[config.mk]
export PLATFORM = sky130hd
export DESIGN_NAME = fsel_ctrl
export DESIGN_NICKNAME = d
export VERILOG_FILES = /design/src/rtl/fsel_pkg.sv /design/src/rtl/strap_latch.sv /design/src/rtl/code_select.sv /design/src/rtl/gate_ctrl.sv /design/src/rtl/fsel_ctrl.sv
export SDC_FILE = /design/constraint.sdc
export NUM_CORES = 1
export LEC_CHECK = 0
export BUFFER_PORTS_ARGS = -buffer_cell sky130_fd_sc_hd__buf_2
export CAP_MARGIN = 20
export CORE_MARGIN = 3
export CORE_UTILIZATION = 41
export DETAILED_ROUTE_END_ITERATION = 6
export PLACE_DENSITY = 0.84
export SYNTH_ARGS = -nofsm -noshare
export SYNTH_HDL_FRONTEND = slang
export SYNTH_SLANG_ARGS = --single-unit
[constraint.sdc]
create_clock -name clk -period 1.4 [get_ports clk]
set_clock_uncertainty 0.2 [all_clocks]
set_input_delay 0.21 -clock clk [delete_from_list [all_inputs] [get_ports clk]]
set_output_delay 0.21 -clock clk [all_outputs]
set_load 0.05 [all_outputs]
[src/rtl/fsel_pkg.sv]
package fsel_pkg;
  localparam int CODE_W     = 5;
  localparam int BYTE_W     = 8;
  localparam int SRC_BIT    = 3;
  localparam int SPREAD_BIT = 1;
  localparam int TRI_BIT    = 0;
  localparam int SW_MSB_BIT = 2;
  localparam int SW_LO_TOP  = 7;
  localparam int SW_LO_BOT  = 4;

  function automatic logic [CODE_W-1:0] sw_code(input logic [BYTE_W-1:0] b);
    return {b[SW_MSB_BIT], b[SW_LO_TOP:SW_LO_BOT]};
  endfunction
endpackage

[src/rtl/strap_latch.sv]
module strap_latch #(
  parameter int W = 5
) (
  input  logic         clk,
  input  logic         rst,
  input  logic [W-1:0] pin_lvl,
  output logic [W-1:0] cap_n,
  output logic         drive_mode
);
  always_ff @(posedge clk) begin
    if (rst) begin
      cap_n      <= ~pin_lvl;
      drive_mode <= 1'b0;
    end else begin
      drive_mode <= 1'b1;
    end
  end
endmodule

[src/rtl/code_select.sv]
module code_select
  import fsel_pkg::*;
(
  input  logic              clk,
  input  logic              rst,
  input  logic [BYTE_W-1:0] ctrl,
  input  logic [CODE_W-1:0] strap_lvl,
  output logic [CODE_W-1:0] code,
  output logic              spread,
  output logic              float_all
);
  logic [CODE_W-1:0] next_code;

  always_comb begin
    next_code = ctrl[SRC_BIT] ? sw_code(ctrl) : strap_lvl;
  end

  always_ff @(posedge clk) begin
    if (rst) begin
      code      <= '0;
      spread    <= 1'b0;
      float_all <= 1'b0;
    end else begin
      code      <= next_code;
      spread    <= ctrl[SPREAD_BIT];
      float_all <= ctrl[TRI_BIT];
    end
  end
endmodule

[src/rtl/gate_ctrl.sv]
module gate_ctrl #(
  parameter int             N    = 4,
  parameter logic [N-1:0]   FREE = '0
) (
  input  logic         clk,
  input  logic         rst,
  input  logic [N-1:0] req_en,
  input  logic [N-1:0] lvl,
  output logic [N-1:0] en
);
  wire unused_free = ^((req_en | lvl) & FREE);

  for (genvar i = 0; i < N; i++) begin : g_out
    if (FREE[i]) begin : g_free
      always_ff @(posedge clk) begin
        if (rst) en[i] <= 1'b0;
        else     en[i] <= 1'b1;
      end
    end else begin : g_gated
      always_ff @(posedge clk) begin
        if (rst)         en[i] <= 1'b0;
        else if (!lvl[i]) en[i] <= req_en[i];
      end
    end
  end
endmodule

[src/rtl/fsel_ctrl.sv]
module fsel_ctrl
  import fsel_pkg::*;
#(
  parameter int               N_OUT     = 20,
  parameter logic [N_OUT-1:0] FREE_MASK = 20'h80000
) (
  input  logic              clk,
  input  logic              rst,
  input  logic [CODE_W-1:0] strap_pin,
  input  logic [BYTE_W-1:0] ctrl_byte,
  input  logic [N_OUT-1:0]  oe_bits,
  input  logic [N_OUT-1:0]  out_lvl,
  input  logic              apic_half_sel,
  output logic              pin_dir_out,
  output logic [CODE_W-1:0] strap_rb,
  output logic [CODE_W-1:0] freq_code,
  output logic              spread_en,
  output logic              tristate_all,
  output logic              apic_div2,
  output logic [N_OUT-1:0]  out_en
);
  logic [CODE_W-1:0] cap_n;

  strap_latch #(.W(CODE_W)) u_latch (
    .clk       (clk),
    .rst       (rst),
    .pin_lvl   (strap_pin),
    .cap_n     (cap_n),
    .drive_mode(pin_dir_out)
  );

  assign strap_rb = cap_n;

  code_select u_sel (
    .clk      (clk),
    .rst      (rst),
    .ctrl     (ctrl_byte),
    .strap_lvl(~cap_n),
    .code     (freq_code),
    .spread   (spread_en),
    .float_all(tristate_all)
  );

  gate_ctrl #(.N(N_OUT), .FREE(FREE_MASK)) u_gate (
    .clk   (clk),
    .rst   (rst),
    .req_en(oe_bits),
    .lvl   (out_lvl),
    .en    (out_en)
  );

  always_ff @(posedge clk) begin
    if (rst) apic_div2 <= 1'b1;
    else     apic_div2 <= apic_half_sel;
  end
endmodule

==> flow_metrics.py <==
metrics = {
    "outcome": {
        "status": "finished clean",
    },
    "global_routing": {
        "grt_pass1_wl_um": 6230,
        "busiest_layer": "met2",
        "met1_usage_pct": 22.6,
        "grt_use_total_pct": 25.0,
        "grt_overflow": 0,
        "use_met2_pct": 48.3,
        "grt_max_degree": 34,
        "antenna_found_initial": 0,
        "use_met3_pct": 8.11,
        "grt_pass1_vias": 1351,
    },
    "drt": {
        "ant_nets": 0,
        "vias": 1269,
        "drt_iter0_markers": 30,
        "drcViolationCount": 0,
        "vias_per_cell": 4.67,
        "wl_per_cell_um": 15.3,
        "wl_um": 4160,
        "dr.pass1.iters": 4,
    },
    "synth": {
        "synth.top_cells.by_area": "dfxtp_1 (50%), mux2i_1 (17%), edfxtp_1 (13%)",
        "ys_seq_area_share_pct": 63.3,
        "synth_cells": 100,
        "synth_area_per_cell_um2": 11.2,
        "synth-seq-cells": 33,
        "synth_top_area_share_pct": 49.9,
        "synth_top_area_cell": "dfxtp_1",
        "synth_warnings": 0,
        "syn_area_um2": 1120,
        "syn-num-nets": 156,
        "yosysUniqueCellTypes": 13,
    },
    "sta": {
        "finalWorstSetupSlack_ns": 0.0276,
        "worst_slew_pin_slew_ns": 0.588,
        "slew_violations": 0,
        "setup-violations-final": 0,
        "fmax_mhz": 729,
        "hold_violations": 0,
        "period_needed_ns": 1.37,
        "hold_slack_ns": 0.116,
        "fin_setup_tns_ns": 0,
        "maxSlewHeadroom_pct": 60.8,
        "fin_crit_sh_pct": 98.0,
    },
    "clocking": {
        "clk_pin_slew_ns": 0.10,
        "clock-sinks": 33,
        "cts_buffers": 5,
        "htreeDepth": 2,
        "clk_path_buf_depth": 2,
        "clock-root-buffer": "clkbuf_4",
        "clkLatencyLatePin_ns": 0.32,
        "cts_tree": "built",
    },
    "worst_setup_path": {
        "r2r_slack_ns": 0.36,
        "crit_buf_inv": 1,
        "critical_path.cell_chain": "buf_2",
        "rr_worst_depth": 2,
        "cp.required_ns": 0.99,
        "r2r-start": "u_latch.cap_n[1]",
        "critical-path-top-delay-family": "flip-flops",
        "cp_data_arrival_time_ns": 0.96,
        "worstSetupStartpointType": "flop",
        "rr_endpoint": "u_sel.code[1]",
        "criticalPathCategory": "flop to output port",
        "crit_fanout": 2,
        "max_stage_delay_ns": 0.36,
        "cp_slowest_cell": "dfxtp_1",
        "worstSetupEndpointType": "output port",
    },
    "finish": {
        "finalNetCount": 297,
        "final_core_util_pct": 85.8,
        "postLayoutCellArea_um2": 2180,
        "diodes": 0,
        "final_layout_size_suffix_gt1_share_pct": 39.3,
        "area_delta_synth_final_pct": 94.6,
    },
    "power_and_ir_drop": {
        "vdd.ir_drop.worst_mv": 1.03,
        "power.density_nw_per_um2": 1050,
        "p_leak_nw": 1.12,
    },
    "placement": {
        "numPortBuffers": 87,
        "hpwl_um": 2030,
        "dpl_worst_slack_ns": 0.128,
        "place_congestion": 0.759,
        "placement.cell_area_um2": 1560,
    },
    "die": {
        "dieArea_um2": 3400,
        "core_area_um2": 2540,
        "rows": 18,
        "dieHeight_um": 58.3,
        "io_pins": 90,
        "initial_core_util_pct": 44.1,
        "die_w_um": 58.3,
    },
    "flow_run": {
        "cap_violations": 0,
    },
    "worst_hold_path": {
        "holdPathStages": 2,
        "min_to": "u_gate.en[19]",
        "hold_start": "rst",
        "min_path_type": "primary input to flop",
    },
}
-- per-layer routing --
metal	vias to the layer above	part of all wire, %
li1	601	-
met1	576	34
met2	75	53
met3	17	8.3
met4	0	3.9
met5	-	0
-- worst max path at each step --
stage | to | slack [ns] | depth (start not counted) | start
after floorplan | out_en[19] | 0.1 | 1 | u_gate.en[19]
after global placement | u_latch.cap_n[2] | 0.17 | 1 | rst
after detailed placement | u_latch.cap_n[4] | 0.13 | 1 | rst
after CTS | strap_rb[4] | 0.01 | 1 | u_latch.cap_n[4]
after global routing | out_en[10] | -0.006 | 1 | u_gate.en[10]
final | out_en[10] | 0.03 | 1 | u_gate.en[10]
-- cells in the mapped netlist --
library cell,instances
inv_1,6
buf_2,3
buf_4,1
or2_1,5
nor2b_1,2
or2_2,1
mux2i_1,19
dfxtp_1,28
a21oi_1,5
buf_6,1
edfxtp_1,5
nor2_1,19
nand2_1,5
-- placed cells by master, fill, tap and decap left out, drive strengths merged --
cell type	instances
clkbuf	17
nor2	19
dfxtp	28
nand2	5
edfxtp	5
dlygate4sd3	52
inv	6
buf	78
or2	6
mux2i	19
nor2b	2
a21oi	5
-- logic make-up (layout without fill, tap and decap cells) --
group                  count (synthesis)  after routing  synth area share (%)
and+or+nand+nor                       32             32                  12.5
AOI/OAI and AO/OA                      5              5                  2.23
buffers and inverters                 11            153                  5.02
muxes                                 19             19                  16.9
DFF                                   33             33                  63.3
-- layout make-up --
class / instances / area (um^2)
repair buffers: 139 / 978
flip-flops and latches: 33 / 711
fillers: 126 / 360
multi-input cells: 56 / 355
clock buffers: 8 / 80.1
well taps: 30 / 37.5
inverters: 6 / 22.5
-- flip-flops by register name (all words and copies together) (netlist names) --
| register | cells |
|---|---|
| apic_div2 | 1 |
| u_gate.en | 20 |
| u_latch.cap_n | 5 |
| u_sel.code | 5 |
| u_sel.float_all | 1 |
| u_sel.spread | 1 |
-- power breakdown --
| group | internal, W | switching, W |
|---|---|---|
| clock | 0.000355 | 0.000301 |
| combinational | 0.000237 | 0.000344 |
| sequential | 0.00102 | 0.0000287 |
-- metrics by stage --
stage | power [W] | instances
floorplan | 0.00137 | 100
global placement | 0.00150 | 212
detailed placement | 0.00151 | 212
CTS | 0.00228 | 272
global route | 0.00238 | 272
finish | 0.00229 | 272
-- timing repair --
| action | 4_1_cts | 5_1_grt |
|---|---|---|
| setup endpoints to repair | 0 | 9 |
| resized for setup | 0 | 9 |
| buffers inserted | 0 | 0 |
| endpoints found under the hold margin | 32 | 0 |
| hold buffers | 52 | 0 |
(Power assumes the default switching activity.)
